--- config.mk ---
export PLATFORM = sky130hd
export DESIGN_NAME = fc_frame_ctrl
export DESIGN_NICKNAME = d
export VERILOG_FILES = /design/src/rtl/fc_pkg.sv /design/src/rtl/fc_idle_timer.sv /design/src/rtl/fc_frame_rx.sv /design/src/rtl/fc_reply_exec.sv /design/src/rtl/fc_frame_ctrl.sv
export SDC_FILE = /design/constraint.sdc
export NUM_CORES = 1
export LEC_CHECK = 0
export BUFFER_PORTS_ARGS = -buffer_cell sky130_fd_sc_hd__buf_2
export CORE_ASPECT_RATIO = 0.6
export CORE_MARGIN = 4
export CORE_UTILIZATION = 55
export DETAILED_ROUTE_END_ITERATION = 8
export HOLD_SLACK_MARGIN = 0.05
export PLACE_DENSITY = 0.75
export RECOVER_POWER = 25
export SLEW_MARGIN = 0
export SYNTH_ARGS = -nofsm -noshare
export SYNTH_HDL_FRONTEND = slang
export SYNTH_SLANG_ARGS = --single-unit
--- constraint.sdc ---
create_clock -name clk -period 6.8 [get_ports clk]
set_clock_uncertainty 0.2 [all_clocks]
set_input_delay 0.68 -clock clk [delete_from_list [all_inputs] [get_ports clk]]
set_output_delay 0.68 -clock clk [all_outputs]
set_load 0.1 [all_outputs]
--- src/rtl/fc_pkg.sv ---
package fc_pkg;
  localparam logic [7:0] SYNC_BYTE = 8'h55;
  localparam logic [7:0] CRC_POLY  = 8'h07;
  localparam int unsigned BURST_MAX = 8;
  localparam int unsigned IDX_W     = $clog2(BURST_MAX);

  typedef logic [BURST_MAX-1:0][7:0] burst_t;

  // One byte into a CRC-8, most significant bit first.
  function automatic logic [7:0] crc8_step(input logic [7:0] acc, input logic [7:0] din);
    logic [7:0] c;
    c = acc ^ din;
    for (int b = 0; b < 8; b++) begin
      if (c[7]) c = {c[6:0], 1'b0} ^ CRC_POLY;
      else      c = {c[6:0], 1'b0};
    end
    return c;
  endfunction

  // Burst code 0..3 -> length minus one (0, 1, 3, 7).
  function automatic logic [IDX_W-1:0] len_m1_of(input logic [1:0] code);
    logic [3:0] n;
    n = 4'd1 << code;
    return IDX_W'(n - 4'd1);
  endfunction

  function automatic logic [7:0] status_of(input logic [3:0] node);
    return {4'h0, node};
  endfunction
endpackage

--- src/rtl/fc_idle_timer.sv ---
module fc_idle_timer #(
  parameter int unsigned TMO_W = 16
) (
  input  logic             clk,
  input  logic             rst_n,
  input  logic             in_frame,
  input  logic             activity,
  input  logic [TMO_W-1:0] limit,
  output logic             expired
);
  logic [TMO_W-1:0] idle_cnt;

  always_ff @(posedge clk or negedge rst_n) begin
    if (!rst_n)                     idle_cnt <= '0;
    else if (!in_frame || activity) idle_cnt <= '0;
    else if (idle_cnt != '1)        idle_cnt <= idle_cnt + 1'b1;
  end

  assign expired = in_frame && !activity && (idle_cnt >= limit);


  act_clears_chk: assert property (@(posedge clk) disable iff (!rst_n)
    (in_frame && activity) |=> !expired || (limit == '0));
endmodule

--- src/rtl/fc_frame_rx.sv ---
module fc_frame_rx
  import fc_pkg::*;
(
  input  logic             clk,
  input  logic             rst_n,
  input  logic             rx_valid,
  input  logic [7:0]       rx_byte,
  input  logic             abort,
  input  logic [3:0]       strap,
  output logic             in_frame,
  output logic             frame_done,
  output logic             frame_good,
  output logic             fr_read,
  output logic [7:0]       fr_reg,
  output logic [IDX_W-1:0] fr_len_m1,
  output burst_t           fr_data
);
  typedef enum logic [2:0] {P_HUNT, P_DEV, P_REG, P_DATA, P_CRC} pst_t;

  pst_t             st;
  logic [7:0]       dev_q;
  logic [7:0]       crc_q;
  logic [IDX_W-1:0] cnt_q;

  assign in_frame   = (st != P_HUNT);
  assign fr_read    = dev_q[7];
  assign fr_len_m1  = len_m1_of(dev_q[6:5]);
  assign frame_done = (st == P_CRC) && rx_valid && !abort;
  assign frame_good = frame_done && (rx_byte == crc_q) && (dev_q[3:0] == strap);

  always_ff @(posedge clk or negedge rst_n) begin
    if (!rst_n) begin
      st      <= P_HUNT;
      dev_q   <= '0;
      fr_reg  <= '0;
      crc_q   <= '0;
      cnt_q   <= '0;
      fr_data <= '0;
    end else if (abort) begin
      st <= P_HUNT;
    end else if (rx_valid) begin
      unique case (st)
        P_HUNT: if (rx_byte == SYNC_BYTE) begin
          st    <= P_DEV;
          crc_q <= '0;
        end
        P_DEV: begin
          dev_q <= rx_byte;
          crc_q <= crc8_step(crc_q, rx_byte);
          st    <= P_REG;
        end
        P_REG: begin
          fr_reg <= rx_byte;
          crc_q  <= crc8_step(crc_q, rx_byte);
          cnt_q  <= '0;
          st     <= dev_q[7] ? P_CRC : P_DATA;
        end
        P_DATA: begin
          fr_data[cnt_q] <= rx_byte;
          crc_q          <= crc8_step(crc_q, rx_byte);
          cnt_q          <= cnt_q + 1'b1;
          if (cnt_q == fr_len_m1) st <= P_CRC;
        end
        P_CRC: st <= P_HUNT;
        default: st <= P_HUNT;
      endcase
    end
  end


  stray_ignored_chk: assert property (@(posedge clk) disable iff (!rst_n)
    (!in_frame && rx_valid && rx_byte != SYNC_BYTE) |=> !in_frame);
endmodule

--- src/rtl/fc_reply_exec.sv ---
module fc_reply_exec
  import fc_pkg::*;
(
  input  logic             clk,
  input  logic             rst_n,
  input  logic             accept_in,
  input  logic             fr_read,
  input  logic [7:0]       fr_reg,
  input  logic [IDX_W-1:0] fr_len_m1,
  input  burst_t           fr_data,
  input  logic [3:0]       strap,
  output logic             busy,
  output logic             tx_valid,
  output logic [7:0]       tx_byte,
  input  logic             tx_ready,
  output logic [7:0]       reg_addr,
  output logic             reg_we,
  output logic [7:0]       reg_wdata,
  output logic             reg_re,
  input  logic [7:0]       reg_rdata,
  output logic             wdt_clear
);
  typedef enum logic [2:0] {E_IDLE, E_WR, E_STAT, E_RD, E_CRC} est_t;

  est_t             st;
  logic [7:0]       base_q;
  logic [IDX_W-1:0] last_q;
  logic [IDX_W-1:0] idx_q;
  logic [7:0]       crc_q;
  logic             wdt_q;
  logic             take;

  assign busy      = (st != E_IDLE);
  assign wdt_clear = wdt_q;
  assign take      = tx_valid && tx_ready;
  assign reg_addr  = base_q + 8'(idx_q);
  assign reg_wdata = fr_data[idx_q];
  assign reg_we    = (st == E_WR);
  assign reg_re    = (st == E_RD);

  always_comb begin
    tx_valid = 1'b0;
    tx_byte  = 8'h00;
    unique case (st)
      E_STAT:  begin tx_valid = 1'b1; tx_byte = status_of(strap); end
      E_RD:    begin tx_valid = 1'b1; tx_byte = reg_rdata;        end
      E_CRC:   begin tx_valid = 1'b1; tx_byte = crc_q;            end
      default: ;
    endcase
  end

  always_ff @(posedge clk or negedge rst_n) begin
    if (!rst_n) begin
      st     <= E_IDLE;
      base_q <= '0;
      last_q <= '0;
      idx_q  <= '0;
      crc_q  <= '0;
      wdt_q  <= 1'b0;
    end else begin
      wdt_q <= 1'b0;
      unique case (st)
        E_IDLE: if (accept_in) begin
          base_q <= fr_reg;
          last_q <= fr_len_m1;
          idx_q  <= '0;
          crc_q  <= '0;
          wdt_q  <= 1'b1;
          st     <= fr_read ? E_RD : E_WR;
        end
        E_WR: begin
          idx_q <= idx_q + 1'b1;
          if (idx_q == last_q) st <= E_STAT;
        end
        E_STAT: if (take) begin
          crc_q <= crc8_step(crc_q, tx_byte);
          st    <= E_CRC;
        end
        E_RD: if (take) begin
          crc_q <= crc8_step(crc_q, tx_byte);
          idx_q <= idx_q + 1'b1;
          if (idx_q == last_q) st <= E_CRC;
        end
        E_CRC: if (take) st <= E_IDLE;
        default: st <= E_IDLE;
      endcase
    end
  end


  no_rw_overlap_chk: assert property (@(posedge clk) disable iff (!rst_n)
    !(reg_we && reg_re));


  tx_hold_chk: assert property (@(posedge clk) disable iff (!rst_n)
    (tx_valid && !tx_ready) |=> (tx_valid && $stable(tx_byte)));
endmodule

--- src/rtl/fc_frame_ctrl.sv ---
module fc_frame_ctrl
  import fc_pkg::*;
#(
  parameter int unsigned TMO_W = 16
) (
  input  logic             clk,
  input  logic             rst_n,
  input  logic             rx_valid,
  input  logic [7:0]       rx_byte,
  input  logic             bus_activity,
  input  logic [TMO_W-1:0] timeout_cycles,
  input  logic [3:0]       strap_addr,
  output logic             tx_valid,
  output logic [7:0]       tx_byte,
  input  logic             tx_ready,
  output logic [7:0]       reg_addr,
  output logic             reg_we,
  output logic [7:0]       reg_wdata,
  output logic             reg_re,
  input  logic [7:0]       reg_rdata,
  output logic             wdt_clear,
  output logic             rx_restart
);
  logic             in_frame;
  logic             expired;
  logic             frame_done;
  logic             frame_good;
  logic             fr_read;
  logic [7:0]       fr_reg;
  logic [IDX_W-1:0] fr_len_m1;
  burst_t           fr_data;
  logic             busy;
  logic             accept;
  logic             restart_q;

  fc_idle_timer #(.TMO_W(TMO_W)) u_timer (
    .clk      (clk),
    .rst_n    (rst_n),
    .in_frame (in_frame),
    .activity (bus_activity),
    .limit    (timeout_cycles),
    .expired  (expired)
  );

  fc_frame_rx u_rx (
    .clk        (clk),
    .rst_n      (rst_n),
    .rx_valid   (rx_valid),
    .rx_byte    (rx_byte),
    .abort      (expired),
    .strap      (strap_addr),
    .in_frame   (in_frame),
    .frame_done (frame_done),
    .frame_good (frame_good),
    .fr_read    (fr_read),
    .fr_reg     (fr_reg),
    .fr_len_m1  (fr_len_m1),
    .fr_data    (fr_data)
  );

  // A frame finishing while a reply is still running is dropped.
  assign accept = frame_good && !busy;

  fc_reply_exec u_exec (
    .clk       (clk),
    .rst_n     (rst_n),
    .accept_in (accept),
    .fr_read   (fr_read),
    .fr_reg    (fr_reg),
    .fr_len_m1 (fr_len_m1),
    .fr_data   (fr_data),
    .strap     (strap_addr),
    .busy      (busy),
    .tx_valid  (tx_valid),
    .tx_byte   (tx_byte),
    .tx_ready  (tx_ready),
    .reg_addr  (reg_addr),
    .reg_we    (reg_we),
    .reg_wdata (reg_wdata),
    .reg_re    (reg_re),
    .reg_rdata (reg_rdata),
    .wdt_clear (wdt_clear)
  );

  always_ff @(posedge clk or negedge rst_n) begin
    if (!rst_n) restart_q <= 1'b0;
    else        restart_q <= expired;
  end
  assign rx_restart = restart_q;


  wdt_after_good_chk: assert property (@(posedge clk) disable iff (!rst_n)
    wdt_clear |-> $past(frame_good));


  restart_idle_chk: assert property (@(posedge clk) disable iff (!rst_n)
    rx_restart |-> !in_frame);


  bad_frame_quiet_chk: assert property (@(posedge clk) disable iff (!rst_n)
    (frame_done && !frame_good && !busy) |=> !wdt_clear && !busy);
endmodule

==> load_flow_metrics.sql, run 1 <==
INSERT INTO impl_metrics (metric_group, metric, value, unit) VALUES
('power', 'share_comb_of_total_power', '32.5', '%'),
('critical_path', 'cpPeakStageDelay', '2630', 'ps'),
('synthesis', 'netlist.area_leader.share', '45.1', '%'),
('synthesis', 'netlist.top_cell.by_area', 'sky130_fd_sc_hd__dfrtp_1', ''),
('clock_tree', 'cts.reportedPaths.clkPinSlew', '50', 'ps'),
('timing', 'final_min_period_over_clock_period', '60.5', '%'),
('drt', 'detail_route.iter0.violations', '329', ''),
('drt', 'route.detailed.drc', '0', ''),
('final_layout', 'nNetsFinal', '796', ''),
('power', 'intPower', '2.03', 'mW'),
('final_layout', 'areaGrowthSynthToFinish', '13.9', '%'),
('power', 'totalPowerFinal', '3.14', 'mW'),
('min_path', 'holdPathStages', '2', ''),
('critical_path', 'critPathKind', 'input port to async pin', ''),
('synthesis', 'synth.cell_area', '7550', 'um^2'),
('critical_path', 'setup.worst_path.end_class', 'async pin', ''),
('critical_path', 'worstPathCellList', 'clkbuf_1, buf_4', ''),
('critical_path', 'r2r_end', 'u_rx.fr_data[22]$_DFFE_PN0P_', ''),
('grt', 'globalRouteOverflowTotal', '0', ''),
('grt', 'wire_length_of_the_first_global_routing_pass', '29200', 'um'),
('critical_path', 'r2r_slack', '3240', 'ps'),
('min_path', 'timing.hold.worst.start', 'u_rx.crc_q[5]$_DFFE_PN0P_', ''),
('clock_tree', 'ctsLongestPathBuffers', '2', ''),
('critical_path', 'cp_top_family', 'buffers and inverters', ''),
('grt', 'grt_start_max_net_pins', '74', ''),
('die', 'num_rows', '32', ''),
('outcome', 'failed_checks', 'max-capacitance violations, max-slew violations', ''),
('final_layout', 'diodes', '0', ''),
('critical_path', 'critical_path.max_fanout', '73', ''),
('final_layout', 'multi_input_comb_area', '3870', 'um^2'),
('job', 'drv_cap', '1', ''),
('die', 'design.core.area', '13100', 'um^2'),
('timing', 'final-setup-viol-count', '0', ''),
('die', 'chipWidth', '159', 'um'),
('synthesis', 'syn_inst', '673', ''),
('timing', 'slew-limit-headroom', '-154', '%'),
('timing', 'final_sum_of_negative_setup_slack', '0', 'ps'),
('synthesis', 'total_of_flip_flops_plus_latches_after_synthesis', '136', ''),
('synthesis', 'number_of_enable_type_register_cells_in_the_synthesized_netlist', '0', ''),
('power', 'vdd.ir_drop.worst', '0.214', 'mV'),
('drt', 'avgRoutedWirePerCell', '19.6', 'um'),
('drt', 'drtAntennaViolNets', '0', ''),
('placed_design', 'place_hpwl', '12700', 'um'),
('timing', 'layout_setup_ws', '2680', 'ps'),
('power', 'power_leakage', '4.09', 'nW'),
('timing', 'worst_pin_slew', '3810', 'ps'),
('timing', 'final_count_of_pins_violating_max_slew', '74', ''),
('power', 'net_sw_share', '35.6', '%'),
('drt', 'viasPerCell', '6.01', ''),
('drt', 'detailroute.via_count', '5479', ''),
('critical_path', 'worst_r2r_path_depth', '10', ''),
('synthesis', 'post_synth_num_cell_types', '58', ''),
('clock_tree', 'cts_tree', 'yes', ''),
('outcome', 'status', 'finished with violations', ''),
('die', 'die_h', '98.8', 'um'),
('clock_tree', 'cts_made_buffers', '17', ''),
('synthesis', 'yosys-top-cells-area', 'sky130_fd_sc_hd__dfrtp_1, sky130_fd_sc_hd__mux2_2, sky130_fd_sc_hd__mux4_2', ''),
('drt', 'dr.pass1.iters', '5', ''),
('critical_path', 'r2r_start', 'u_timer.idle_cnt[0]$_DFFE_PN0P_', ''),
('placed_design', 'place.port_buffers', '69', ''),
('power', 'power_frac_clock', '30.4', '%'),
('synthesis', 'synth_ff_type', 'sky130_fd_sc_hd__dfrtp_1', ''),
('power', 'seq_power_share', '37.1', '%'),
('grt', 'antenna_violations_before_repair', '0', ''),
('final_layout', 'seqCellArea', '3400', 'um^2'),
('critical_path', 'critical_path.startpoint', 'rst_n', ''),
('min_path', 'hold_path_class', 'flip-flop to flip-flop', ''),
('final_layout', 'largest_reg_flops', '64', ''),
('clock_tree', 'worst_skew_pair.late_latency', '410', 'ps'),
('placed_design', 'place_worst_setup_slack', '2880', 'ps'),
('grt', 'first_global_vias', '5599', '');
[power groups by stage]
stage | Clock [mW] | Combinational (mW) | Sequential, mW
after global placement | 0 | 0.976 | 1.15
after floorplan | 0 | 0.868 | 1.09
after global routing | 1.00 | 1.11 | 1.19
final | 0.957 | 1.02 | 1.17
after detailed placement | 0 | 1.01 | 1.17
after CTS | 0.965 | 1.02 | 1.16
[worst max path at each step]
stage,slack (ps),endpoint
6_report,2680,u_rx.fr_reg[7]$_DFFE_PN0P_
5_1_grt,1910,u_rx.fr_data[6]$_DFFE_PN0P_
4_1_cts,2770,reg_addr[6]
3_5_place_dp,2880,u_exec.base_q[5]$_DFFE_PN0P_
3_3_place_gp,2970,u_rx.fr_data[22]$_DFFE_PN0P_
2_1_floorplan,2500,reg_addr[4]
[per-stage QoR]
| step | hold WS (ps) | area, um^2 |
|---|---|---|
| floorplan | 184 | 7550 |
| global placement | 271 | 8000 |
| detailed placement | 286 | 8000 |
| CTS | 221 | 8610 |
| global route | 317 | 8600 |
| finish | 302 | 8600 |
[layout by cell type, fill, tap and decap left out, drive strengths merged, types with 4 or more instances in the layout]
cell type / instances
o22ai: 5
or2: 5
ha: 25
or4: 5
nor2: 41
mux2: 100
xor2: 28
clkbuf: 24
nand4: 10
mux4: 16
dfrtp: 136
nor3: 11
nand2b: 5
nand3b: 6
mux2i: 11
o31ai: 5
nand2: 41
a21oi: 16
nand3: 21
inv: 41
clkinv: 4
o21ai: 25
nor2b: 9
buf: 68
xnor2: 34
[routing by layer]
metal | up-vias | track usage (%) | share of wire (%)
li1 | 2516 | - | -
met1 | 2754 | 33.5 | 47
met2 | 185 | 35.5 | 45
met3 | 24 | 6.73 | 7.0
met4 | 0 | 6.20 | 1.1
met5 | - | 0 | 0
[cell type report]
type	count	share of cell area (%)
Clock buffer	21	5.47
Multi-Input combinational cell	464	45.0
Clock inverter	11	1.66
Tap cell	170	2.47
Inverter	39	1.70
Timing Repair Buffer	71	4.14
Sequential cell	136	39.6
[cell families (layout without fill, tap and decap cells)]
group,after synthesis,count (layout),synth area share [%]
AO/OA/AOI/OAI,77,77,6.61
XOR/XNOR,62,62,7.19
adder cells (fa/ha/maj),26,26,4.41
buffers and inverters,73,142,3.68
flip-flops,136,136,45.1
multiplexers,127,127,21.1
AND/OR/NAND/NOR,172,172,11.9
Power figures use the tool's default switching activity.
==> inputs of run 2 (changes only) <==
==> constraint.sdc (replaced) <==
create_clock -name clk -period 3.9 [get_ports clk]
set_clock_uncertainty 0.2 [all_clocks]
set_input_delay 0.39 -clock clk [delete_from_list [all_inputs] [get_ports clk]]
set_output_delay 0.39 -clock clk [all_outputs]
set_load 0.1 [all_outputs]
==> run 2 against run 1 <==
The run still ends with max-capacitance violations, max-slew violations left. Sequential cell count did not move. Worst hold slack worse by 89 ps. Worst setup slack lost 2400 ps. Sequential share of layout area is 0.36 points lower. Clock power rose by 83%.
==> load_flow_metrics.sql, run 2 (same netlist as run 1, synthesis figures left out) <==
INSERT INTO impl_metrics (metric_group, metric, value, unit) VALUES
('drt', 'total_routed_wirelength', '18000', 'um'),
('die', 'design.core.area', '13100', 'um^2'),
('drt', 'dr.pass1.iters', '4', ''),
('drt', 'drtAntennaViolNets', '0', ''),
('final_layout', 'nNetsFinal', '801', ''),
('drt', 'detail_route.iter0.violations', '420', ''),
('final_layout', 'largest_regs', 'u_rx.fr_data x64, u_timer.idle_cnt x16', ''),
('final_layout', 'register_containing_the_most_flip_flops_in_the_final_layout', 'u_rx.fr_data', ''),
('critical_path', 'cp_slowest_cell', 'sky130_fd_sc_hd__or4b_1', ''),
('power', 'intPower', '3.63', 'mW'),
('critical_path', 'critical_path_buf_inv_count', '2', ''),
('final_layout', 'areaGrowthSynthToFinish', '15.0', '%'),
('power', 'seq_power_share', '36.3', '%'),
('clock_tree', 'clockRootBuffer', 'sky130_fd_sc_hd__clkbuf_16', ''),
('timing', 'rsz0062_at_grt', 'false', ''),
('die', 'chipWidth', '159', 'um'),
('clock_tree', 'worst_skew_pair.late_latency', '410', 'ps'),
('power', 'share_comb_of_total_power', '32.3', '%'),
('power', 'net_sw_share', '34.8', '%'),
('timing', 'final_min_period_over_clock_period', '93.1', '%'),
('critical_path', 'worstPathCellList', 'inv_1, ha_1, nand2b_1, a2111o_1, a311oi_1, a31o_2, inv_2, nor3_4, or4b_1, mux2_1', ''),
('final_layout', 'final_area', '8680', 'um^2'),
('clock_tree', 'ctsLongestPathBuffers', '2', ''),
('critical_path', 'crit_required', '3980', 'ps'),
('final_layout', 'diodes', '0', ''),
('critical_path', 'cpPeakStageDelay', '690', 'ps'),
('placed_design', 'place.port_buffers', '69', ''),
('final_layout', 'largest_reg_flops', '64', ''),
('outcome', 'status', 'finished with violations', ''),
('critical_path', 'setup.worst_path.end_class', 'flip-flop', ''),
('power', 'vdd.ir_drop.worst', '0.403', 'mV'),
('outcome', 'failed_checks', 'max-capacitance violations, max-slew violations', ''),
('power', 'power_density', '640', 'nW/um^2'),
('grt', 'antenna_violations_before_repair', '0', ''),
('placed_design', 'place_hpwl', '12600', 'um'),
('power', 'power_leakage', '4.12', 'nW'),
('grt', 'grt_start_max_net_pins', '71', ''),
('drt', 'avgRoutedWirePerCell', '19.6', 'um'),
('timing', 'timing.fmax', '275', 'MHz'),
('final_layout', 'multi_input_comb_area', '3880', 'um^2'),
('critical_path', 'worstSetupStartpointType', 'flip-flop', ''),
('placed_design', 'postPlaceCellArea', '8040', 'um^2'),
('critical_path', 'critPathKind', 'flip-flop to flip-flop', ''),
('placed_design', 'place_congestion', '0.855', ''),
('drt', 'detailroute.via_count', '5508', ''),
('final_layout', 'final_layout_size_suffix_gt1_share', '30.0', '%'),
('final_layout', 'layout_common_cells', 'sky130_fd_sc_hd__dfrtp_1, sky130_fd_sc_hd__mux2_2, sky130_fd_sc_hd__buf_2', ''),
('drt', 'route.detailed.drc', '0', ''),
('die', 'die-area', '15700', 'um^2'),
('die', 'ios', '70', ''),
('job', 'drv_cap', '1', ''),
('power', 'total_switching_power', '1.93', 'mW'),
('clock_tree', 'cts.sink_count', '136', ''),
('final_layout', 'final_common_cell', 'sky130_fd_sc_hd__dfrtp_1', ''),
('timing', 'final-setup-viol-count', '0', ''),
('clock_tree', 'cts_repair_resize_count', '0', ''),
('critical_path', 'critical_path.max_fanout', '9', ''),
('timing', 'worst_pin_slew', '1750', 'ps'),
('grt', 'globalRouteOverflowTotal', '0', ''),
('clock_tree', 'cts_tree', 'yes', ''),
('grt', 'wire_length_of_the_first_global_routing_pass', '29600', 'um'),
('grt', 'track_usage', '23.5', '%'),
('final_layout', 'seqCellArea', '3400', 'um^2'),
('power', 'power_frac_clock', '31.4', '%'),
('final_layout', 'post-route-util', '66.1', '%'),
('die', 'start_util', '57.5', '%'),
('final_layout', 'layout.filler_cells', '990', ''),
('timing', 'slew-limit-headroom', '-17.0', '%'),
('die', 'die_h', '98.8', 'um'),
('die', 'num_rows', '32', ''),
('min_path', 'hold_path_class', 'input port to flip-flop', ''),
('drt', 'viasPerCell', '6.01', ''),
('timing', 'finalHoldViolCount', '0', ''),
('timing', 'min_period', '3630', 'ps'),
('clock_tree', 'cts.reportedPaths.clkPinSlew', '60', 'ps'),
('critical_path', 'critical_path_arrival', '3710', 'ps'),
('clock_tree', 'ctsHtreeMaxLevel', '4', ''),
('grt', 'first_global_vias', '5590', ''),
('critical_path', 'cp_top_family', 'simple AND/OR/NAND/NOR gates', ''),
('clock_tree', 'cts_made_buffers', '17', ''),
('timing', 'final_count_of_pins_violating_max_slew', '71', '');
[run 2: power by group through the flow]
stage,clock network [mW],logic (mW),registers (mW)
6_report,1.75,1.79,2.02
5_1_grt,1.83,1.95,2.06
4_1_cts,1.77,1.79,2.01
3_5_place_dp,0,1.77,2.03
3_3_place_gp,0,1.71,2.00
2_1_floorplan,0,1.51,1.90
[run 2: per-stage QoR]
step	instances	setup slack (ps)	hold slack (ps)	power, mW	setup TNS [ps]
floorplan	673	-112	-106	3.41	-112
finish	916	270	213	5.56	0
detailed placement	883	285	273	3.80	0
global route	916	146	240	5.84	0
CTS	916	294	203	5.57	0
global placement	883	369	265	3.71	0
[run 2: final cells by class]
type                       count  share of cell area, %
clock buffer                  18                   5.06
clock inverter                13                   2.32
inverter                      39                   1.69
multi-input combinational    464                   44.7
sequential                   136                   39.2
tap                          170                   2.45
timing repair buffer          76                   4.61
[run 2: worst paths after layout]
path,startpoint,end,slack [ps],depth (start not counted)
max in group asynchronous,rst_n,u_rx.fr_reg[7]$_DFFE_PN0P_,840,3
hold / removal,rx_byte[4],u_rx.fr_data[20]$_DFFE_PN0P_,210,2
hold reg to reg,u_rx.fr_reg[1]$_DFFE_PN0P_,u_exec.base_q[1]$_DFFE_PN0P_,290,2
setup reg to reg,u_timer.idle_cnt[0]$_DFFE_PN0P_,u_rx.fr_data[16]$_DFFE_PN0P_,270,10
setup / recovery,u_timer.idle_cnt[0]$_DFFE_PN0P_,u_rx.fr_data[16]$_DFFE_PN0P_,270,10
min in group asynchronous,rst_n,u_timer.idle_cnt[6]$_DFFE_PN0P_,780,2
[run 2: repair_timing]
action	in CTS	in global routing
hold buffers	2	0
buffers inserted	0	0
hold endpoints to repair	70	0
[run 2: worst reg2reg max path: stages (launching register included)]
cell and delay [ps]:
sky130_fd_sc_hd__dfrtp_1 400, sky130_fd_sc_hd__inv_1 60, sky130_fd_sc_hd__ha_1 260, sky130_fd_sc_hd__nand2b_1 140
sky130_fd_sc_hd__a2111o_1 420, sky130_fd_sc_hd__a311oi_1 260, sky130_fd_sc_hd__a31o_2 230, sky130_fd_sc_hd__inv_2 110
sky130_fd_sc_hd__nor3_4 330, sky130_fd_sc_hd__or4b_1 690, sky130_fd_sc_hd__mux2_1 410
[run 2: per-layer routing]
metal,global-route usage [%],vias to the layer above,part of all wire [%]
li1,-,2524,-
met1,35.3,2789,48
met2,35.0,179,45
met3,4.97,16,6.3
met4,6.33,0,0.90
met5,0,-,0
